<file path="config.mk">
export PLATFORM = sky130hd
export DESIGN_NAME = rx_break_monitor
export DESIGN_NICKNAME = d
export VERILOG_FILES = /design/src/rtl/brk_pkg.sv /design/src/rtl/brk_threshold.sv /design/src/rtl/brk_low_timer.sv /design/src/rtl/brk_high_timer.sv /design/src/rtl/rx_break_monitor.sv
export SDC_FILE = /design/constraint.sdc
export NUM_CORES = 1
export LEC_CHECK = 0
export ABC_AREA = 1
export CORE_MARGIN = 3
export CORE_UTILIZATION = 45
export DETAILED_ROUTE_END_ITERATION = 7
export DONT_BUFFER_PORTS = 1
export GPL_ROUTABILITY_DRIVEN = 0
export HOLD_SLACK_MARGIN = 0.06
export PLACE_DENSITY_LB_ADDON = 0.15
export SYNTH_ARGS = -nofsm -noshare
export SYNTH_HDL_FRONTEND = slang
export SYNTH_SLANG_ARGS = --single-unit
</file>
<file path="constraint.sdc">
create_clock -name clk_i -period 1.8 [get_ports clk_i]
set_clock_uncertainty 0.1 [all_clocks]
set_input_delay 0.27 -clock clk_i [delete_from_list [all_inputs] [get_ports clk_i]]
set_output_delay 0.27 -clock clk_i [all_outputs]
set_load 0.05 [all_outputs]
</file>
<file path="src/rtl/brk_pkg.sv">
package brk_pkg;
  // Bit times per character without and with a parity bit.
  localparam int unsigned CHAR_BITS_PLAIN  = 10;
  localparam int unsigned CHAR_BITS_PARITY = 11;

  // Low-tick counter width large enough for the largest threshold plus one.
  function automatic int unsigned cnt_width(int unsigned ovs, int unsigned sel_w);
    int unsigned max_chars;
    max_chars = 2 << ((1 << sel_w) - 1);
    return $clog2(max_chars * CHAR_BITS_PARITY * ovs + 2);
  endfunction
endpackage

</file>
<file path="src/rtl/brk_threshold.sv">
module brk_threshold #(
  parameter int unsigned OVS   = 16,
  parameter int unsigned SEL_W = 2,
  parameter int unsigned CNT_W = 12
) (
  input  logic [SEL_W-1:0] sel_i,
  input  logic             parity_en_i,
  output logic [CNT_W-1:0] thr_o
);
  import brk_pkg::*;

  int unsigned chars;
  int unsigned bits_per_char;

  always_comb begin
    chars         = 32'd2 << sel_i;
    bits_per_char = parity_en_i ? CHAR_BITS_PARITY : CHAR_BITS_PLAIN;
    thr_o         = CNT_W'(chars * bits_per_char * OVS);
  end
endmodule

</file>
<file path="src/rtl/brk_low_timer.sv">
module brk_low_timer #(
  parameter int unsigned CNT_W = 12
) (
  input  logic             clk_i,
  input  logic             rst_ni,
  input  logic             tick_i,
  input  logic             line_i,
  input  logic [CNT_W-1:0] thr_i,
  output logic             over_o
);
  logic [CNT_W-1:0] cnt_q, cnt_d;
  logic             cnt_en;

  // Count only on ticks; a high sample restarts, a count past thr holds.
  assign cnt_en = tick_i;

  always_comb begin
    cnt_d = cnt_q;
    if (line_i) begin
      cnt_d = '0;
    end else if (cnt_q <= thr_i) begin
      cnt_d = cnt_q + 1'b1;
    end
  end

  always_ff @(posedge clk_i or negedge rst_ni) begin
    if (!rst_ni) begin
      cnt_q <= '0;
    end else if (cnt_en) begin
      cnt_q <= cnt_d;
    end
  end

  // The low tick that takes the run beyond the threshold.
  assign over_o = tick_i && !line_i && (cnt_q >= thr_i);
endmodule

</file>
<file path="src/rtl/brk_high_timer.sv">
module brk_high_timer #(
  parameter int unsigned HALF_TICKS = 8
) (
  input  logic clk_i,
  input  logic rst_ni,
  input  logic tick_i,
  input  logic line_i,
  output logic rearm_o
);
  localparam int unsigned HW = $clog2(HALF_TICKS + 1);
  localparam logic [HW-1:0] LAST = HW'(HALF_TICKS - 1);

  logic [HW-1:0] hi_q, hi_d;
  logic          hi_en;

  assign hi_en = tick_i;

  always_comb begin
    hi_d = hi_q;
    if (!line_i) begin
      hi_d = '0;
    end else if (hi_q <= LAST) begin
      hi_d = hi_q + 1'b1;
    end
  end

  always_ff @(posedge clk_i or negedge rst_ni) begin
    if (!rst_ni) begin
      hi_q <= '0;
    end else if (hi_en) begin
      hi_q <= hi_d;
    end
  end

  // The high tick that completes half a bit time of idle line.
  assign rearm_o = tick_i && line_i && (hi_q == LAST);
endmodule

</file>
<file path="src/rtl/rx_break_monitor.sv">
module rx_break_monitor #(
  parameter int unsigned OVS   = 16,
  parameter int unsigned SEL_W = 2
) (
  input  logic             clk_i,
  input  logic             rst_ni,
  input  logic             line_i,
  input  logic             os_tick_i,
  input  logic [SEL_W-1:0] brk_sel_i,
  input  logic             parity_en_i,
  output logic             brk_active_o,
  output logic             brk_event_o
);
  localparam int unsigned CNT_W      = brk_pkg::cnt_width(OVS, SEL_W);
  localparam int unsigned HALF_TICKS = OVS / 2;

  logic [CNT_W-1:0] thr;
  logic             over, rearm;
  logic             active_q, active_d;
  logic             event_q, event_d;

  brk_threshold #(.OVS(OVS), .SEL_W(SEL_W), .CNT_W(CNT_W)) u_thr (
    .sel_i       (brk_sel_i),
    .parity_en_i (parity_en_i),
    .thr_o       (thr)
  );

  brk_low_timer #(.CNT_W(CNT_W)) u_low (
    .clk_i  (clk_i),
    .rst_ni (rst_ni),
    .tick_i (os_tick_i),
    .line_i (line_i),
    .thr_i  (thr),
    .over_o (over)
  );

  brk_high_timer #(.HALF_TICKS(HALF_TICKS)) u_high (
    .clk_i   (clk_i),
    .rst_ni  (rst_ni),
    .tick_i  (os_tick_i),
    .line_i  (line_i),
    .rearm_o (rearm)
  );

  // Not active means armed: one event, then silence until re-armed.
  always_comb begin
    active_d = active_q;
    event_d  = 1'b0;
    if (over && !active_q) begin
      active_d = 1'b1;
      event_d  = 1'b1;
    end else if (rearm) begin
      active_d = 1'b0;
    end
  end

  always_ff @(posedge clk_i or negedge rst_ni) begin
    if (!rst_ni) begin
      active_q <= 1'b0;
      event_q  <= 1'b0;
    end else begin
      active_q <= active_d;
      event_q  <= event_d;
    end
  end

  assign brk_active_o = active_q;
  assign brk_event_o  = event_q;
endmodule

</file>
After elaboration in Yosys (flattened, before gate mapping)
Index checks and enable logic that the tools add are counted.
Cells by class
  eq/ne operators: 2
  reduce and logical (&&, ||, !) cells: 11
  $lt $le $gt $ge: 3
  $mul: 1
  shift-type cells: 1
  div/mod/pow operators: 0
  multiplexer cells: 8
  bitwise logic cells: 0
  add/subtract/negate cells: 2
Operators with widths (count)
  32-bit by 32-bit multiplier with 8-bit output: 1
  2-bit by 2-bit << shifter with 32-bit output (first input constant): 1
  12-bit 2-to-1 mux: 2
  12-bit by 1-bit adder with 12-bit output (second input constant): 1
  12-bit greater-or-equal comparator: 1
  12-bit less-or-equal comparator: 1
  4-bit 2-to-1 mux: 2
  1-bit logical AND: 5
  4-bit by 1-bit adder with 4-bit output (second input constant): 1
  4-bit by 3-bit equality test with 1-bit output (second input constant): 1
  4-bit by 3-bit less-or-equal comparator with 1-bit output (second input constant): 1
  1-bit 2-to-1 mux: 4
  2-bit AND reduction: 2
  2-bit nonzero test: 2
  1-bit logical NOT: 2
  2-bit by 1-bit != test with 1-bit output (second input constant): 1
Storage, ports and cells
  word-level logic and storage cells: 32
  register bits: 18
  memory bits (read-only): 0
  latch bits: 0
  bits of input ports: 7
  RAM bits: 0
  memories: 0
  output and inout port bits: 2

Logic depth before layout (Yosys ltp)
Gate-level depths: netlist (run 1).
  depth in word-level cells: 6
  depth in mapped cells: 20

Hierarchy
From an unflattened synthesis (run 1), not the netlist that was laid out.
Second synthesis, totals
  cells, all modules: 261
  area total of the unflattened synthesis: 1796.7 um^2
By module, submodules not included
  brk_low_timer: cells an instance 181, times used 1, seq. area each 300.3 um^2, area an instance 1232.4 um^2
  brk_threshold: cells an instance 42, times used 1, seq. area each 0.0 um^2, area an instance 270.3 um^2
  brk_high_timer: cells an instance 30, times used 1, seq. area each 100.1 um^2, area an instance 216.5 um^2
  rx_break_monitor: cells an instance 8, times used 1, seq. area each 50.0 um^2, area an instance 77.6 um^2

Worst setup path before layout (run 1)
OpenSTA, ideal clock, no wires.
  path kind: input to register
  start: input port brk_sel_i[0]
  end: register u_low.cnt_q[8]
  arrival time: 2.559 ns
  stages: 16
  setup slack: -0.976 ns
  data required time: 1.583 ns
  path through: nor2_1 > ha_1 > ha_1 > inv_1 > fa_1 > xor2_1 > ha_1 > a21oi_1 > nor2_1 > nor2_1 > nand2_1 > nand2_4 > nand2_4 > buf_6 > nand2_1 > nand2_1
On the way
  cells in the longest elaborated chain, start to end: 5
RTL lines
  start, declared: line rx_break_monitor.sv:9  | input logic [SEL_W-1:0] brk_sel_i,
  2-bit by 2-bit << shifter with 32-bit output: line brk_threshold.sv:16  | chars = 32'd2 << sel_i;
  32-bit by 32-bit multiplier with 8-bit output: line brk_threshold.sv:18  | thr_o = CNT_W'(chars * bits_per_char * OVS);
  12-bit less-or-equal comparator: line brk_low_timer.sv:21  | end else if (cnt_q <= thr_i) begin
  2-bit nonzero test (no line)
  2-bit AND reduction (no line)
  end signal, assigned: line brk_low_timer.sv:30  | cnt_q <= cnt_d;
  end, declared: line brk_low_timer.sv:11  | logic [CNT_W-1:0] cnt_q, cnt_d;
No other way between the ends.
A chain may end at the register's enable or synchronous reset.

Worst setup path in the final report (run 1)
  start: input port brk_sel_i[1]
  end: register u_low.cnt_q[3]
Same word-level chain as after synthesis.

==> results of run 1 <==
## per-stage QoR
stage / setup TNS [ns] / hold slack, ns / util [%]
after floorplan: -11.72 / -0.1256 / -
after global placement: -13.13 / -0.1251 / 53.35
after detailed placement: -13.76 / -0.1250 / 53.35
after CTS: -8.249 / -0.02950 / 57.62
after global routing: -9.605 / -0.02999 / 58.51
final: -8.055 / -0.01783 / 58.51
## critical path: cells and delay by family
kind | cells | cell delay [ns]
AO/OA/AOI/OAI | 1 | 0.15
XOR/XNOR | 1 | 0.15
adder cells (fa/ha/maj) | 4 | 1.14
buffers and inverters | 2 | 0.17
AND/OR/NAND/NOR | 7 | 0.67
## area by class of cell
| type | instances | area (µm²) |
|---|---|---|
| clock buffer | 4 | 36.28 |
| timing repair buffer | 17 | 140.1 |
| tap | 44 | 55.05 |
| multi-input combinational | 159 | 1006 |
| sequential | 18 | 450.4 |
| inverter | 32 | 127.6 |
| fill | 310 | 1287 |
## cell families after synthesis
| family | Yosys count |
|---|---|
| XOR/XNOR | 6 |
| AO/OA/AOI/OAI | 11 |
| flip-flops | 18 |
| AND/OR/NAND/NOR | 124 |
| buffers and inverters | 36 |
| adder cells (fa/ha/maj) | 18 |
## state kept, by name, summed over array words and instances, names as in the netlist
name,cells
brk_active_o,1
brk_event_o,1
u_low.cnt_q,12
u_high.hi_q,4
## cells in the mapped netlist
library cell	number	area (µm²)
nand2_1	62	232.7
inv_1	31	116.4
nor2_1	24	90.09
nand3_1	22	110.1
dfrtp_1	18	450.4
ha_1	17	212.7
nor2_2	5	31.28
o21ai_0	5	25.02
xor2_1	5	43.79
a21oi_1	4	20.02
nor3_1	3	15.01
buf_6	2	22.52
nand2_4	2	22.52
nand3b_1	2	15.01
nand4_1	2	12.51
a21o_1	1	7.510
a41oi_1	1	8.760
buf_2	1	5.000
buf_4	1	7.510
fa_1	1	20.02
inv_2	1	3.750
nand2_2	1	6.260
nand3_2	1	10.01
xnor2_1	1	8.760
## how the worst max path moves through the flow
stage,slack [ns],start,to,cells after the start
floorplan,-0.89,brk_sel_i[1],u_low.cnt_q[8]$_DFFE_PN0P_,17
global placement,-0.98,brk_sel_i[0],u_low.cnt_q[10]$_DFFE_PN0P_,16
detailed placement,-1.04,brk_sel_i[0],u_low.cnt_q[10]$_DFFE_PN0P_,16
CTS,-0.63,brk_sel_i[1],u_low.cnt_q[3]$_DFFE_PN0P_,15
global route,-0.73,brk_sel_i[0],u_low.cnt_q[3]$_DFFE_PN0P_,17
finish,-0.62,brk_sel_i[1],u_low.cnt_q[3]$_DFFE_PN0P_,15
## power by group
part	switching [µW]	internal [µW]
sequential	76.2	437
combinational	131	96.8
clock	124	123
## layer usage
layer / track usage (%) / part of all wire (%) / vias up
met5: 0 / 0 / -
met4: 2.695 / 0.76 / 0
met3: 4.100 / 4.0 / 2
met1: 24.17 / 49 / 610
li1: - / - / 702
met2: 28.81 / 47 / 24
## repair_timing
item                       CTS  global route
setup buffers                1             1
resized for setup           12             8
pin swaps                   18             3
setup endpoints to repair   14            14
hold endpoints to repair    28             7
==> key figures, run 1 <==
Outcome
  • Status: finished, violations left
  • Failing checks: negative hold slack, negative setup slack

Final layout
  • Syn-to-layout area delta: 21.22%
  • Post-route design area: 0.001815 mm²
  • Fin cells: 274
  • Final Net Count: 256
  • Layout cells sized above 1: 23.04%
  • Commonest non-fill, non-tap cells in the layout: nand2_1, inv_1, nand3_1, nor2_1, dfrtp_1
  • Most common cell after layout, fill and taps aside: nand2_1
  • ANT cells: 0

Logic synthesis
  • Mapped Nets: 238
  • Adder-cell share of the synthesized area: 15.54%
  • Syn Std Cell Area: 0.001498 mm²
  • Cells after synthesis: 213
  • Synth Register Bits: 18
  • Mux share of post-synthesis cell area: 0%
  • Synth Warn #: 0
  • Compound-cell area share of the yosys netlist: 4.094%
  • Seq/Total Area, Yosys: 30.08%
  • Main combinational cell family by area after synthesis: simple AND/OR/NAND/NOR gates
  • Post-Synthesis Mean Instance Area: 7.031 µm²
  • Post-synth cell types: 24
  • Post-synthesis simple-gate area fraction: 36.42%
  • Synth Area in XOR/XNOR: 3.509%

Place
  • Placed insts: 268
  • HPWL after DPL: 2569 µm
  • Post-Place Worst Slack: -1.037 ns
  • Number of I/O port buffers: 0
  • Placed inst area: 0.001655 mm²

Global route
  • Gr usage total: 17.67%
  • Vias in the first global route: 1283
  • Grt ovf: 0
  • First-pass GRT wire length: 5747 µm
  • Initial antenna violation count: 0
  • Pin count of the biggest net entering global routing: 19

Critical path
  • R2r startpoint: u_low.cnt_q[11]$_DFFE_PN0P_
  • Crit. End Element: flip-flop
  • Reg2reg setup slack: 0.05 ns
  • Crit path max-delay cell type: fa_2
  • Arrival time at the worst endpoint: 2.55 ns
  • Worst path max stage delay: 0.37 ns
  • Reg2reg end: u_low.cnt_q[3]$_DFFE_PN0P_
  • Critical-path cell list: nor2_4 -> ha_4 -> ha_4 -> inv_2 -> fa_2 -> xor2_1 -> ha_1 -> a21oi_1 -> nor2_1 -> nor2_2 -> nand2_2 -> nand2_4 -> buf_6 -> nand3_1 -> nand2_1
  • Crit-path max FO: 7
  • Worst Path Class, Setup: input pin to flip-flop
  • Req. time, crit path: 1.93 ns
  • Worst reg2reg path depth: 10
  • Cell mode on critical path: ha_4
  • Critical Path Source Type: input pin

Die
  • Initial core utilization: 48.27%
  • Die H: 63.69 µm
  • Die area: 0.004056 mm²
  • CORE AREA: 0.003103 mm²
  • I/O pin cnt: 9
  • Die width: 63.69 µm
  • FP Rows: 20

STA
  • Slew Limit Fails: 0
  • Hold Worst Slack: -0.01783 ns
  • Final worst slack: -0.6173 ns
  • Final period util: 134.3%
  • RSZ-0062 raised after global routing: yes
  • FMAX: 413.7 MHz
  • Relative slew slack: 45.19%
  • Worst-margin pin slew: 0.8194 ns
  • Tmin final: 2.417 ns
  • Final hold violation count: 2
  • # setup viols final: 14

Power
  • Power density over the cells: 544.2 mW/mm²
  • Leakage power: 0.0009309 µW
  • VDD IR max: 0.4264 mV
  • Total Power: 988.0 µW

CTS
  • Max Root-Sink Buffers: 2
  • Hold Buf Count CTS: 2
  • CTS tree: done
  • Total clock sinks: 18
  • Worst-Skew Late Latency: 0.29 ns
  • CTS Buf Count: 3
  • CTS root buffer: clkbuf_4
  • CTS clk-pin slew, worst paths: 0.11 ns
  • H-tree depth: 1

Route
  • DR WL/cell: 11.93 µm
  • Drc violations: 0
  • Routed WL: 3269 µm
  • Routed Antenna Nets: 0
  • Vias: 1338
  • DRT iter0 DRCs: 44
  • DR pass1 iterations: 4
  • DR vias/cell: 4.883

Worst hold path
  • Hold Crit Class: input pin to flip-flop
  • Hold Crit Depth: 2
  • WHS Endpoint: u_low.cnt_q[11]$_DFFE_PN0P_
  • Min-Delay Startpoint: os_tick_i

Job
  • Max Cap Violations: 0
Note: power is estimated with default switching activity, not from simulation.
==> run 2: changes to the inputs <==
--- a/config.mk
+++ b/config.mk
@@ -6,6 +6,7 @@
 export NUM_CORES = 1
 export LEC_CHECK = 0
 export ABC_AREA = 1
+export CORE_ASPECT_RATIO = 0.5
 export CORE_MARGIN = 3
 export CORE_UTILIZATION = 45
 export DETAILED_ROUTE_END_ITERATION = 7
@@ -13,6 +14,7 @@
 export GPL_ROUTABILITY_DRIVEN = 0
 export HOLD_SLACK_MARGIN = 0.06
 export PLACE_DENSITY_LB_ADDON = 0.15
+export SLEW_MARGIN = 20
 export SYNTH_ARGS = -nofsm -noshare
 export SYNTH_HDL_FRONTEND = slang
 export SYNTH_SLANG_ARGS = --single-unit
==> run 2 against run 1 <==
The flow finishes with violations (negative setup slack). Power is 12% higher. Combinational power is 8% higher. First-iteration DRC count is 43% higher. Final cell count is 0.36% lower. Sequential cell count stayed put. Global-route usage is 0.79 points higher. Clock-buffer cell count stayed put. Via count is 0.82% higher. Largest cell class unchanged. Wire length is 2.8% higher. Sequential power hardly changed.
==> key figures, run 2 (same netlist as run 1, synthesis figures left out) <==
Place
  • Placed insts: 263 (-1.9%)
  • Number of I/O port buffers: 0 (unchanged)
  • HPWL after DPL: 2439 µm (-5.1%)
  • Post-Place Worst Slack: -1.015 ns (+0.02147 ns)

Route
  • Vias: 1349 (+0.82%)
  • DR pass1 iterations: 5 (+1)
  • Routed Antenna Nets: 0 (unchanged)
  • Drc violations: 0 (unchanged)
  • DRT iter0 DRCs: 63 (+43%)
  • DR WL/cell: 12.31 µm (+3.2%)
  • DR vias/cell: 4.941 (+1.2%)
  • Routed WL: 3360 µm (+2.8%)

STA
  • Worst-margin pin slew: 0.8547 ns (+0.03525 ns)
  • Final worst slack: -0.7134 ns (-0.09609 ns)
  • Tmin final: 2.513 ns (+0.09609 ns)
  • Hold Worst Slack: 0.06940 ns (+0.08723 ns)
  • # setup viols final: 14 (unchanged)
  • Final TNS setup: -9.519 ns (-1.464 ns)
  • Final hold violation count: 0 (-2)
  • FMAX: 397.9 MHz (-3.8%)
  • Slew Limit Fails: 0 (unchanged)
  • RSZ-0062 raised after global routing: yes
  • Relative slew slack: 42.83% (-2.4 points)
  • Final period util: 139.6% (+5.3 points)

Die
  • Die H: 46.80 µm (-27%)
  • Die width: 87.59 µm (+38%)
  • Initial core utilization: 48.58% (+0.31 points)
  • I/O pin cnt: 9 (unchanged)
  • CORE AREA: 0.003083 mm² (-0.65%)
  • FP Rows: 14 (-30%)
  • Die area: 0.004099 mm² (+1.0%)

CTS
  • CTS root buffer: clkbuf_8
  • Worst-Skew Late Latency: 0.26 ns (-0.03 ns)
  • Total clock sinks: 18 (unchanged)
  • H-tree depth: 1 (unchanged)
  • CTS tree: done
  • CTS Buf Count: 3 (unchanged)
  • CTS clk-pin slew, worst paths: 0.08 ns (-0.03 ns)
  • Max Root-Sink Buffers: 2 (unchanged)

Final layout
  • Layout cells sized above 1: 22.75% (-0.30 points)
  • Commonest non-fill, non-tap cells in the layout: nand2_1, inv_1, nor2_1
  • # fillers: 284 (-8.4%)
  • Most common cell after layout, fill and taps aside: nand2_1
  • Top flop regs: u_low.cnt_q: 12 flops, u_high.hi_q: 4 flops
  • Register area: 450.4 µm² (unchanged)
  • Syn-to-layout area delta: 25.56%
  • Final Net Count: 259 (+1.2%)
  • Max FFs per register: 12 (unchanged)
  • Area of the multi-input gates: 0.001025 mm² (+1.9%)
  • Largest Register: u_low.cnt_q
  • Fin cells: 273 (-0.36%)
  • ANT cells: 0 (unchanged)

Critical path
  • Crit-path max FO: 7 (unchanged)
  • Crit path max-delay cell type: fa_2
  • Crit. End Element: flip-flop
  • Req. time, crit path: 1.90 ns (-0.03 ns)
  • Buf/Inv on CP: 2 (unchanged)
  • Critical-path cell list: nor2_4 -> ha_4 -> ha_4 -> inv_2 -> fa_2 -> xor2_2 -> ha_1 -> a21oi_2 -> nor2_1 -> nor2_1 -> nand2_2 -> nand2_8 -> buf_12 -> nand3_1 -> nand2_1
  • Arrival time at the worst endpoint: 2.61 ns (+0.06 ns)
  • Worst Path Class, Setup: input pin to flip-flop
  • Critical Path Source Type: input pin
  • Worst path max stage delay: 0.39 ns (+0.02 ns)
  • Cell family with most CP delay: adder cells

Power
  • Clk pwr share: 31.3% (+6.3 points)
  • Int Pwr: 737.4 µW (+12%)
  • Power density over the cells: 589.7 mW/mm² (+8.4%)
  • Seq pwr share: 46.5% (-5.4 points)
  • Logic pwr share: 22.2% (-0.9 points)
  • Sw Pwr: 371.5 µW (+12%)
  • Leakage power: 0.0009545 µW (+2.5%)
  • Sw Ratio: 33.50% (about the same)
  • VDD IR max: 0.5264 mV (+23%)

Global route
  • Gr usage total: 18.46% (+0.79 points)
  • Pin count of the biggest net entering global routing: 19 (unchanged)
  • Initial antenna violation count: 0 (unchanged)
  • Vias in the first global route: 1281 (-0.16%)
  • First-pass GRT wire length: 5713 µm (-0.59%)
  • Grt ovf: 0 (unchanged)

Worst hold path
  • Hold Crit Class: input pin to flip-flop

Outcome
  • Status: finished, violations left
  • Failing checks: negative setup slack

Job
  • Max Cap Violations: 0 (unchanged)
==> run 2: cell types whose count changed in the layout (fill, tap and decap cells not counted), sizes merged <==
cell	before	now
dlygate4sd3	2	4
nand2	65	66
==> run 2: per-layer routing <==
layer	track usage, %	up-vias	wire, µm
li1	-	715	-
met5	0	-	0
met2	32.78	31	1539
met3	3.853	2	209
met4	3.058	0	15
met1	24.25	601	1595
==> run 2: power by group through the flow <==
stage	logic, µW	registers [µW]	clock network, µW
after detailed placement	198	524	0
final	246	516	347
after global routing	286	521	370
after global placement	191	520	0
after floorplan	159	514	0
after CTS	241	516	352
==> run 2: worst min-delay path: cells and delay by family <==
kind             cells  cell delay, ns
and+or+nand+nor      3            0.13
==> run 2: per-stage QoR <==
| step | total power [µW] | cell area (µm²) | util (%) |
|---|---|---|---|
| after CTS | 1109 | 1854 | 60.15 |
| after detailed placement | 721.6 | 1655 | 53.69 |
| after floorplan | 672.5 | 1523 | - |
| after global routing | 1177 | 1881 | 61.00 |
| after global placement | 710.9 | 1655 | 53.69 |
| final | 1109 | 1881 | 61.00 |
==> run 2: worst paths after layout <==
kind	startpoint	endpoint	slack (ns)	cells past startpoint
setup / recovery	brk_sel_i[1]	u_low.cnt_q[3]$_DFFE_PN0P_	-0.71	15
min in group asynchronous	rst_ni	u_low.cnt_q[8]$_DFFE_PN0P_	0.45	1
hold / removal	line_i	u_low.cnt_q[8]$_DFFE_PN0P_	0.07	3
hold reg to reg	u_low.cnt_q[4]$_DFFE_PN0P_	u_low.cnt_q[4]$_DFFE_PN0P_	0.44	2
setup reg to reg	u_low.cnt_q[7]$_DFFE_PN0P_	u_low.cnt_q[2]$_DFFE_PN0P_	0.03	9
max in group asynchronous	rst_ni	brk_active_o$_DFFE_PN0P_	0.61	1
==> run 2: area by class of cell <==
type                            count  area share, %
Inverter                           32          6.786
Tap cell                           40          2.661
Timing Repair Buffer               19          9.182
Multi-Input combinational cell    160          54.49
Sequential cell                    18          23.95
Clock buffer                        4          2.927
==> run 2: repair_timing <==
action,in CTS,in global routing
gates resized for setup,15,5
buffers inserted,1,0
gates cloned,1,0
pin swaps,20,4
setup endpoints to repair,14,14
hold buffers,4,0
hold endpoints to repair,24,0
==> run 3: changes to the inputs <==
--- a/config.mk
+++ b/config.mk
@@ -8,7 +8,7 @@
 export ABC_AREA = 1
 export CORE_ASPECT_RATIO = 0.5
 export CORE_MARGIN = 3
-export CORE_UTILIZATION = 45
+export CORE_UTILIZATION = 48
 export DETAILED_ROUTE_END_ITERATION = 7
 export DONT_BUFFER_PORTS = 1
 export GPL_ROUTABILITY_DRIVEN = 0
==> run 3 against run 2 <==
The run still ends with negative setup slack left. Worst hold slack got worse by 0.011 ns. Register-to-register slack improved by 0.02 ns. Final area fell by 0.80%. Die area fell by 5.6%. First-iteration DRC count fell by 44%. Largest cell class unchanged.
==> key figures, run 3 (same netlist as run 1, synthesis figures left out) <==
Global route
  • Grt ovf: 0 (unchanged)
  • Gr usage total: 18.78% (+0.32 points)
  • Initial antenna violation count: 0 (unchanged)
  • Vias in the first global route: 1329 (+3.7%)
  • First-pass GRT wire length: 5671 µm (-0.74%)
  • Pin count of the biggest net entering global routing: 19 (unchanged)

Final layout
  • Final Net Count: 258 (-0.39%)
  • Max FFs per register: 12 (unchanged)
  • # fillers: 255 (-10%)
  • Post-route design area: 0.001866 mm² (-0.80%)
  • Top flop regs: u_low.cnt_q: 12 flops, u_high.hi_q: 4 flops
  • Layout cells sized above 1: 22.41% (-0.33 points)
  • Syn-to-layout area delta: 24.56%
  • ANT cells: 0 (unchanged)
  • Commonest non-fill, non-tap cells in the layout: nand2_1, inv_1, nor2_1
  • Most common cell after layout, fill and taps aside: nand2_1
  • Largest Register: u_low.cnt_q
  • Area of the multi-input gates: 0.001013 mm² (-1.1%)
  • Register area: 450.4 µm² (unchanged)

Die
  • Die width: 85.00 µm (-3.0%)
  • I/O pin cnt: 9 (unchanged)
  • FP Rows: 13 (-1)
  • Die area: 0.003867 mm² (-5.6%)
  • Die H: 45.50 µm (-2.8%)
  • Initial core utilization: 53.85% (+5.3 points)
  • CORE AREA: 0.002781 mm² (-9.8%)

STA
  • Final hold violation count: 0 (unchanged)
  • Final worst slack: -0.6553 ns (+0.05804 ns)
  • FMAX: 407.3 MHz (+2.4%)
  • Tmin final: 2.455 ns (-0.05804 ns)
  • Final TNS setup: -8.816 ns (+0.7030 ns)
  • RSZ-0062 raised after global routing: yes
  • Relative slew slack: 44.58% (+1.7 points)
  • Final period util: 136.4% (-3.2 points)
  • Hold Worst Slack: 0.05878 ns (-0.01062 ns)
  • Worst-margin pin slew: 0.8285 ns (-0.02613 ns)
  • # setup viols final: 14 (unchanged)
  • Slew Limit Fails: 0 (unchanged)

Route
  • Routed Antenna Nets: 0 (unchanged)
  • Vias: 1357 (+0.59%)
  • DR pass1 iterations: 5 (unchanged)
  • DR WL/cell: 12.21 µm (-0.81%)
  • Drc violations: 0 (unchanged)
  • DRT iter0 DRCs: 35 (-44%)
  • DR vias/cell: 5.045 (+2.1%)
  • Routed WL: 3284 µm (-2.3%)

Power
  • VDD IR max: 0.4512 mV (-14%)
  • Total Power: 1090 µW (-1.7%)
  • Leakage power: 0.0009561 µW (+0.17%)
  • Power density over the cells: 584.3 mW/mm² (-0.91%)

Critical path
  • Arrival time at the worst endpoint: 2.51 ns (-0.10 ns)
  • Critical Path Source Type: input pin
  • Worst Path Class, Setup: input pin to flip-flop
  • Crit-path max FO: 7 (unchanged)
  • Crit. End Element: flip-flop
  • Req. time, crit path: 1.85 ns (-0.05 ns)

Outcome
  • Failing checks: negative setup slack
  • Status: finished, violations left

Worst hold path
  • Hold Crit Class: input pin to flip-flop

CTS
  • CTS tree: done
  • CTS clk-pin slew, worst paths: 0.07 ns (about the same)
  • CTS root buffer: clkbuf_8
  • Max Root-Sink Buffers: 2 (unchanged)
  • H-tree depth: 1 (unchanged)
  • Total clock sinks: 18 (unchanged)
  • CTS Buf Count: 3 (unchanged)
  • Worst-Skew Late Latency: 0.26 ns (about the same)

Place
  • Post-Place Worst Slack: -1.050 ns (-0.03509 ns)
  • HPWL after DPL: 2522 µm (+3.4%)
  • Number of I/O port buffers: 0 (unchanged)
  • Placed inst area: 0.001679 mm² (+1.4%)

Job
  • Max Cap Violations: 0 (unchanged)
[run 3: repair_timing]
action                     in CTS  in global routing
setup buffers                   0                  1
hold endpoints to repair       23                  1
setup endpoints to repair      14                 14
cloned                          0                  0
pin swaps                      19                  1
hold buffers                    1                  1
resized for setup               7                 10
[run 3: cell type report]
class                   instances  share of cell area (%)
inverters                      32                   6.841
well taps                      37                   2.482
repair buffers                 19                   9.256
flip-flops and latches         18                   24.14
clock buffers                   4                   2.951
multi-input cells             159                   54.33
[run 3: worst max-delay path: stages]
cell	delay, ns
nor2_4	0.12
ha_4	0.22
ha_4	0.27
inv_2	0.04
fa_2	0.37
xor2_1	0.15
ha_1	0.30
nand2_1	0.07
nor2_2	0.13
nand2_2	0.08
nand2_2	0.12
nand2_8	0.09
buf_12	0.14
nand3_1	0.06
nand2_1	0.05
[run 3: report_power, final]
part | total (µW) | internal (µW) | switching (µW)
sequential | 514 | 437 | 76.9
combinational | 242 | 102 | 140
clock | 333 | 194 | 139
[run 3: routing by layer]
metal / GRT usage, % / wire length (µm) / vias to the layer above
met5: 0 / 0 / -
met4: 5.678 / 49 / 0
met3: 5.054 / 193 / 6
met2: 33.49 / 1531 / 30
met1: 22.84 / 1509 / 610
li1: - / - / 711
[run 3: path summary, 6_finish.rpt]
path                                                 start                          end  slack (ns)  cells after the start
worst max-delay path                          brk_sel_i[1]   u_low.cnt_q[4]$_DFFE_PN0P_       -0.66                     15
worst min-delay path                             os_tick_i   u_low.cnt_q[2]$_DFFE_PN0P_        0.06                      2
worst max register to register  u_low.cnt_q[6]$_DFFE_PN0P_   u_low.cnt_q[4]$_DFFE_PN0P_        0.05                      9
worst min register to register  u_low.cnt_q[4]$_DFFE_PN0P_   u_low.cnt_q[4]$_DFFE_PN0P_        0.45                      2
max in group asynchronous                           rst_ni   u_low.cnt_q[2]$_DFFE_PN0P_        0.63                      1
min in group asynchronous                           rst_ni  u_low.cnt_q[11]$_DFFE_PN0P_        0.45                      1
[run 3: stage by stage]
stage	utilization, %	instances
global route	67.07	269
detailed placement	60.37	262
global placement	60.37	262
floorplan	-	213
CTS	64.60	267
finish	67.07	269
